`config.mk`:
```
export PLATFORM = sky130hd
export DESIGN_NAME = mesh_route_sel
export DESIGN_NICKNAME = d
export VERILOG_FILES = /design/src/rtl/mrs_pkg.sv /design/src/rtl/mrs_productive.sv /design/src/rtl/mrs_turn_filter.sv /design/src/rtl/mrs_pick.sv /design/src/rtl/mesh_route_sel.sv
export SDC_FILE = /design/constraint.sdc
export NUM_CORES = 1
export LEC_CHECK = 0
export ABC_CLOCK_PERIOD_IN_PS = 2200
export BUFFER_PORTS_ARGS = -buffer_cell sky130_fd_sc_hd__buf_2
export CAP_MARGIN = 20
export CORE_AREA = 2 2 44 46
export CTS_CLUSTER_DIAMETER = 100
export DETAILED_ROUTE_END_ITERATION = 8
export DIE_AREA = 0 0 46 48
export PLACE_DENSITY = 0.79
export SLEW_MARGIN = 20
export SYNTH_ARGS = -nofsm -noshare
export SYNTH_HDL_FRONTEND = slang
export SYNTH_SLANG_ARGS = --single-unit
```
`constraint.sdc`:
```
create_clock -name clk -period 2.2 [get_ports clk]
set_input_delay 0.44 -clock clk [delete_from_list [all_inputs] [get_ports clk]]
set_output_delay 0.44 -clock clk [all_outputs]
set_load 0.02 [all_outputs]
```
`src/rtl/mrs_pkg.sv`:
```
// Shared port codes and mask bit positions for the mesh route selector.
package mrs_pkg;
    localparam int NDIR = 4;                 // neighbour directions
    localparam int PW   = 3;                 // port code width
    localparam logic [PW-1:0] P_LOCAL = 3'd0;
    localparam logic [PW-1:0] P_EAST  = 3'd1;
    localparam logic [PW-1:0] P_WEST  = 3'd2;
    localparam logic [PW-1:0] P_NORTH = 3'd3;
    localparam logic [PW-1:0] P_SOUTH = 3'd4;
    // mask bit index i corresponds to port code i+1
    localparam int B_E = 0;
    localparam int B_W = 1;
    localparam int B_N = 2;
    localparam int B_S = 3;
endpackage

```
`src/rtl/mrs_productive.sv`:
```
// Productive direction finder.
// Compares current and destination coordinates per dimension and flags the
// directions that shorten the remaining distance. Assumes unsigned coordinates.
module mrs_productive #(
    parameter int CW = 4
) (
    input  logic [CW-1:0]           cur_x,
    input  logic [CW-1:0]           cur_y,
    input  logic [CW-1:0]           dst_x,
    input  logic [CW-1:0]           dst_y,
    output logic [mrs_pkg::NDIR-1:0] prod,
    output logic                    at_dest
);
    logic [CW-1:0] cur_c [2];
    logic [CW-1:0] dst_c [2];
    logic [1:0]    same;

    assign cur_c[0] = cur_x;
    assign cur_c[1] = cur_y;
    assign dst_c[0] = dst_x;
    assign dst_c[1] = dst_y;

    // one comparator pair per dimension: bit 2d = increase, bit 2d+1 = decrease
    for (genvar d = 0; d < 2; d++) begin : g_dim
        assign prod[2*d]   = dst_c[d] > cur_c[d];
        assign prod[2*d+1] = dst_c[d] < cur_c[d];
        assign same[d]     = dst_c[d] == cur_c[d];
    end

    assign at_dest = &same;
endmodule

```
`src/rtl/mrs_turn_filter.sv`:
```
// Odd-even turn filter.
// Removes productive directions whose turn is forbidden in the current column;
// waives the rule when it would leave no productive direction.
module mrs_turn_filter
    import mrs_pkg::*;
(
    input  logic            x_odd,
    input  logic [PW-1:0]   in_dir,
    input  logic [NDIR-1:0] prod,
    output logic [NDIR-1:0] legal
);
    logic [NDIR-1:0] forbid;
    logic [NDIR-1:0] kept;

    // build the forbidden-turn set from the arrival direction and column parity
    always_comb begin
        forbid = '0;
        if (in_dir == P_EAST && !x_odd) begin
            forbid[B_N] = 1'b1;
            forbid[B_S] = 1'b1;
        end
        if ((in_dir == P_NORTH || in_dir == P_SOUTH) && x_odd)
            forbid[B_W] = 1'b1;
    end

    assign kept  = prod & ~forbid;
    assign legal = (kept != '0) ? kept : prod;


    legal_subset_chk: assert final ((legal & ~prod) == '0);
endmodule

```
`src/rtl/mrs_pick.sv`:
```
// Port picker.
// Adaptive mode: first unflagged legal candidate in E,W,N,S order, else first
// legal candidate with blocked set. Dimension-order mode: X before Y.
module mrs_pick
    import mrs_pkg::*;
(
    input  logic            dor_mode,
    input  logic            at_dest,
    input  logic [NDIR-1:0] prod,
    input  logic [NDIR-1:0] legal,
    input  logic [NDIR-1:0] bad,
    output logic [PW-1:0]   port,
    output logic            blocked
);
    logic [NDIR-1:0] dor_cand;
    logic [NDIR-1:0] avail;
    logic [NDIR-1:0] cand;
    logic [NDIR-1:0] onehot;

    assign dor_cand = (prod[B_W:B_E] != 2'b00) ? {2'b00, prod[B_W:B_E]} : prod;
    assign avail    = legal & ~bad;
    assign cand     = dor_mode ? dor_cand : ((avail != '0) ? avail : legal);

    // lowest set bit of the candidate set wins
    always_comb begin
        onehot = '0;
        port   = P_LOCAL;
        for (int i = NDIR - 1; i >= 0; i--) begin
            if (cand[i]) begin
                onehot    = '0;
                onehot[i] = 1'b1;
                port      = PW'(i + 1);
            end
        end
        if (at_dest) begin
            onehot = '0;
            port   = P_LOCAL;
        end
    end

    assign blocked = |(onehot & bad);


    pick_onehot_chk: assert final ($onehot0(onehot));

    avoid_bad_chk: assert final (dor_mode || at_dest || avail == '0 || (onehot & bad) == '0);
endmodule

```
`src/rtl/mesh_route_sel.sv`:
```
// Minimal adaptive mesh route selector, top level.
// Computes the next output port for a packet and holds it in a one-entry
// register with valid/ready flow control. Assumes masks are stable while
// in_valid is high and accepted in the same cycle.
module mesh_route_sel
    import mrs_pkg::*;
#(
    parameter int CW = 4
) (
    input  logic            clk,
    input  logic            rst_n,
    input  logic            in_valid,
    output logic            in_ready,
    input  logic [CW-1:0]   cur_x,
    input  logic [CW-1:0]   cur_y,
    input  logic [CW-1:0]   dst_x,
    input  logic [CW-1:0]   dst_y,
    input  logic [2:0]      in_dir,
    input  logic            dor_mode,
    input  logic [3:0]      cong_mask,
    input  logic [3:0]      fail_mask,
    output logic            out_valid,
    input  logic            out_ready,
    output logic [2:0]      out_port,
    output logic            out_blocked
);
    logic [NDIR-1:0] prod;
    logic [NDIR-1:0] legal;
    logic            at_dest;
    logic [PW-1:0]   nxt_port;
    logic            nxt_blocked;

    mrs_productive #(.CW(CW)) u_prod (
        .cur_x  (cur_x),
        .cur_y  (cur_y),
        .dst_x  (dst_x),
        .dst_y  (dst_y),
        .prod   (prod),
        .at_dest(at_dest)
    );

    mrs_turn_filter u_turn (
        .x_odd (cur_x[0]),
        .in_dir(in_dir),
        .prod  (prod),
        .legal (legal)
    );

    mrs_pick u_pick (
        .dor_mode(dor_mode),
        .at_dest (at_dest),
        .prod    (prod),
        .legal   (legal),
        .bad     (cong_mask | fail_mask),
        .port    (nxt_port),
        .blocked (nxt_blocked)
    );

    assign in_ready = !out_valid || out_ready;

    // output register: load on accept, drop valid when consumed without refill
    always_ff @(posedge clk) begin
        if (!rst_n) begin
            out_valid   <= 1'b0;
            out_port    <= P_LOCAL;
            out_blocked <= 1'b0;
        end else if (in_valid && in_ready) begin
            out_valid   <= 1'b1;
            out_port    <= nxt_port;
            out_blocked <= nxt_blocked;
        end else if (out_ready) begin
            out_valid   <= 1'b0;
        end
    end


    hold_stable_chk: assert property (@(posedge clk) disable iff (!rst_n)
        (out_valid && !out_ready) |=> (out_valid && $stable(out_port) && $stable(out_blocked)));

    accept_valid_chk: assert property (@(posedge clk) disable iff (!rst_n)
        (in_valid && in_ready) |=> out_valid);

    local_unblocked_chk: assert property (@(posedge clk) disable iff (!rst_n)
        (out_valid && out_port == P_LOCAL) |-> !out_blocked);

    port_range_chk: assert property (@(posedge clk) disable iff (!rst_n)
        out_valid |-> (out_port <= P_SOUTH));
endmodule

```
# Word-level counts from Yosys, hierarchy flattened
# Cells that the tools add are included.
# Widths: inputs -> output; s select.
[op_classes]
addsub = 0
n_eq_ne = 5
n_mux = 18
n_lt_le_gt_ge = 4
shifts = 0
n_div = 0
n_reduce_logical = 13
bitwise_logic = 6
multipliers = 0
[ops]
columns = ["operator", "count"]
rows = [
  ["$mux 4", 9],
  ["$mux 3", 5],
  ["$and 4x4->4", 3],
  ["$eq 4x4->1", 2],
  ["$gt 4x4->1", 2],
  ["$lt 4x4->1", 2],
  ["$not 4->4", 2],
  ["$reduce_bool 4->1", 2],
  ["$or 4x4->4", 1],
  ["$reduce_bool 2->1", 2],
  ["$reduce_or 4->1", 1],
  ["$eq 3x1->1 const B", 1],
  ["$eq 3x2->1 const B", 1],
  ["$eq 3x3->1 const B", 1],
  ["$logic_and 1x1->1", 3],
  ["$mux 1", 3],
  ["$logic_not 1->1", 2],
  ["$logic_or 1x1->1", 2],
  ["$mux 2", 1],
  ["$reduce_and 2->1", 1],
]
[totals]
ram_bits = 0
output_inout_bits = 6
inputBits = 32
regBits = 5
mem_bits_ro = 0
elab_cells = 49
n_memories = 0
latchBits = 0

# Logic depth before layout (Yosys ltp)
[logic_depth]
depth_word = 19
mapped_depth = 8
depth_no_buf = 8

# Hierarchy
# A second synthesis with hierarchy kept.
[hier_totals]
hier_cells = 103
hier_area_um2 = 817.0
[modules_own_cells]
columns = ["mod", "n_inst", "seq_area_each_um2", "cells_each", "area_per_inst_um2"]
rows = [
  ["mrs_pick", 1, 0.0, 37, 262.8],
  ["mesh_route_sel", 1, 100.1, 27, 249.0],
  ["mrs_productive", 1, 0.0, 29, 236.5],
  ["mrs_turn_filter", 1, 0.0, 10, 68.8],
]

# Worst setup path after synthesis
# No wires, ideal clock.
[synth_timing]
path_kind = "input to register"
from = "input cur_y[1]"
to = "register out_port[2]"
slack_ns = 0.341
stages = 7
n_path_buf = 0
arrival_ns = 1.775
required_ns = 2.116
cell_sequence = "inv_1 ha_1 nand4_1 nor2_1 nor3b_1 a21bo_1 o31ai_2"
[synth_via]
elab_chain_cells = 13
word_cells_on_any_way = 17
[synth_rtl]
columns = ["element", "line_no", "text"]
rows = [
  ["from (decl)", "mesh_route_sel.sv:15", "input logic [CW-1:0] cur_y,"],
  ["$gt 4x4->1 / $lt 4x4->1 (equally long branches)", "mrs_productive.sv:25, mrs_productive.sv:26", ""],
  ["$and 4x4->4", "mrs_turn_filter.sv:26", "assign kept = prod & ~forbid;"],
  ["$reduce_bool 4->1", "mrs_turn_filter.sv:27", "assign legal = (kept != '0) ? kept : prod;"],
  ["$mux 4", "mrs_turn_filter.sv:27", ""],
  ["$and 4x4->4", "mrs_pick.sv:21", "assign avail = legal & ~bad;"],
  ["$reduce_bool 4->1", "mrs_pick.sv:22", "assign cand = dor_mode ? dor_cand : ((avail != '0) ? avail : legal);"],
  ["$mux 4 (2 in a row)", "mrs_pick.sv:22", ""],
  ["$mux 3 (4 in a row)", "mrs_pick.sv:29", "if (cand[i]) begin"],
  ["$mux 3 (*)", "mrs_pick.sv:35", "if (at_dest) begin"],
  ["to (signal assigned)", "mesh_route_sel.sv:69", "out_port <= nxt_port;"],
  ["to (decl)", "mesh_route_sel.sv:24", "output logic [2:0] out_port,"],
]
# Mark *: on every way between the ends. The rest lies on a longest branch, timed or not.
# A chain may end at the register's enable or synchronous reset.

# Final worst setup path
# Same ends and word-level chain as after synthesis.

==> metrics.yaml <==
floorplan:
  start_util: 0.4422
  coreArea_sq_um: 1689
  die_area_sq_um: 2208
  num_rows: 15
  die_x_um: 46
  num_io_pins: 38
  die_y_um: 48
clock_network:
  clock_latency_ns: 0.24
  cts_buffers: 3
  root_buffer: "clkbuf_4"
  cts_buffer_depth: 2
  clock-sinks: 5
  cts_tree: "done"
  cts_resized: 0
  cts-htree-levels: 1
  ctsHoldBuffers: 0
  cts_setup_buffers: 0
  clkTransAtPathRegs_ns: 0.04
layout:
  syn_to_final_growth_pct: 32.16
  antenna_cells: 0
  nNetsFinal: 179
  drive_gt1_frac: 0.3986
  fill_cells: 170
  finalNonFillerCells: 155
hold_path:
  hold_class: "in2reg"
worst_setup_path:
  worstPathRequired_ns: 2.36
  crit_type: "in2reg"
  cp-end-kind: "flop"
  crit_fanout: 4
  arrival_ns: 2.01
  worstSetupStartpointType: "primary input"
placed_design:
  dp_hpwl_um: 1543
  dp.cells: 151
  place_congestion: 0.8351
  pre_cts_slack_ns: 0.1195
  port_buffers: 37
synth:
  synth_top_family_by_area: "compound AO/OA/AOI/OAI gates"
  netlist_area_sq_um: 747.0
  syn_inst: 96
  synthMuxAreaShare: 0
  synth_ff_type: "dfxtp_1"
  synth-compound-area-share: 0.3434
  synth.largest_area_cell: "dfxtp_1"
  synth_cell_types: 43
  synth.area.top_cells: "dfxtp_1 (13%), ha_1 (13%), nor2_1 (7.0%)"
  synth_edf_count: 0
  synth_most_common_cell: "nor2_1"
  async_flop_share: 0
  synth_seq_area_share: 0.1340
  synth_seq_cells: 5
  yosysWarnings: 0
  syn-num-nets: 136
  synthXorXnorAreaFrac: 0
  synthAdderAreaFrac: 0.1340
  synthTopCellsByCount: "nor2_1 (14), inv_1 (12), ha_1 (8)"
  synth-simple-area-share: 0.3283
  syn_area_per_cell_sq_um: 7.781
  synth_top_area_frac: 0.1340
sta:
  fin_crit_sh: 0.8417
  maxSlewViolCount: 0
  finalSetupTns_ns: 0
  setup_viol: 0
  min_period_ns: 1.852
  setup_slack_ns: 0.3482
  fin_worst_skew_ns: 0.001910
  fmax_ghz: 0.5400
  rsz0062_at_grt: "no"
  tightest_slew_ns: 0.4094
  maxSlewHeadroom: 0.7265
  hold_viol: 0
detailed_routing:
  postRouteWirelength_um: 1734
  wl_per_cell_um: 11.19
  via_count: 853
  avgViaCountPerCell: 5.503
  route.detailed.drc: 0
  drtIter0Drc: 11
  ant_nets: 0
  detail_route.first_pass.iterations: 4
grt:
  grt_use_met2: 0.3639
  use_met3: 0.02642
  grt_pass1_vias: 779
  grt_max_degree: 8
  grt_use_met1: 0.1903
  grt_pass1_wl_um: 2987
  grt_util_all_layers: 0.1834
  grt.overflow.total: 0
  grt-busiest-layer: "met2"
  antenna_found_initial: 0
power:
  ir_drop_v: 0.0001682
  total_power_mw: 0.3945
  power.density_nw_per_um2: 399.6
  p_leak_nw: 0.4913
flow_run:
  drv_cap: 0
run_status:
  status: "finished, final reports clean"
==> path summary, 6_finish.rpt <==
check	startpoint	to	slack [ns]	cells after the start
worst max-delay path	cur_y[1]	out_port[2]$_SDFFE_PN0P_	0.35	9
worst min-delay path	in_valid	out_valid$_SDFFE_PN0P_	0.47	3
worst max register to register	out_valid$_SDFFE_PN0P_	out_port[2]$_SDFFE_PN0P_	0.82	5
worst min register to register	out_port[2]$_SDFFE_PN0P_	out_port[2]$_SDFFE_PN0P_	0.47	2
==> kinds of logic (layout without fill, tap and decap cells) <==
kind of cell,count (synthesis),after routing
buf+inv,12,54
flops,5,5
simple gates,42,42
compound gates,29,29
fa+ha+maj,8,8
==> state kept, by name, indices dropped and copies added (netlist names) <==
name and count:
out_valid 1, out_port 3, out_blocked 1
==> metrics by stage <==
stage / cell area, sq um / util / hold WS, ns
detailed placement: 960.9 / 0.5689 / 0.4701
global placement: 960.9 / 0.5689 / 0.4649
floorplan: 747.0 / - / 0.5590
global route: 987.2 / 0.5844 / 0.4895
CTS: 987.2 / 0.5844 / 0.4612
finish: 987.2 / 0.5844 / 0.4670
==> report_power, final <==
part / total [mW] / internal [mW] / switching [mW]
clock network: 0.104 / 0.0684 / 0.0353
logic: 0.188 / 0.0832 / 0.105
registers: 0.103 / 0.0996 / 0.00328
total: 0.395 / 0.251 / 0.143
==> critical path: stages <==
cell	delay, ns
buf_2	0.07
inv_1	0.03
ha_1	0.32
nand2b_2	0.13
a21oi_4	0.08
nor4_4	0.34
o211ai_2	0.16
a21bo_1	0.23
o31ai_2	0.20
==> per-layer routing <==
layer	share of wire	wire, um
met1	0.42	726
met2	0.53	912
met3	0.055	96
met4	0	0
met5	0	0
==> layout make-up <==
cell class / count / area [sq um] / area share
Tap cell: 17 / 21.27 / 0.02155
Inverter: 12 / 45.04 / 0.04563
Sequential cell: 5 / 100.1 / 0.1014
Timing Repair Buffer: 38 / 192.7 / 0.1952
Clock buffer: 4 / 26.28 / 0.02662
Multi-Input combinational cell: 79 / 601.8 / 0.6096
==> cells in the final DEF, fill, tap and decap left out, types with 2 or more instances in the layout <==
cell type,count
o21ai_0,2
nand3_1,3
buf_2,37
inv_1,12
nand2b_1,2
clkbuf_4,3
nand2_1,5
ha_1,8
a21oi_1,3
nor3b_1,3
o211ai_1,4
nor2_1,14
dfxtp_1,5
nand4_1,4
(Power assumes the default switching activity.)
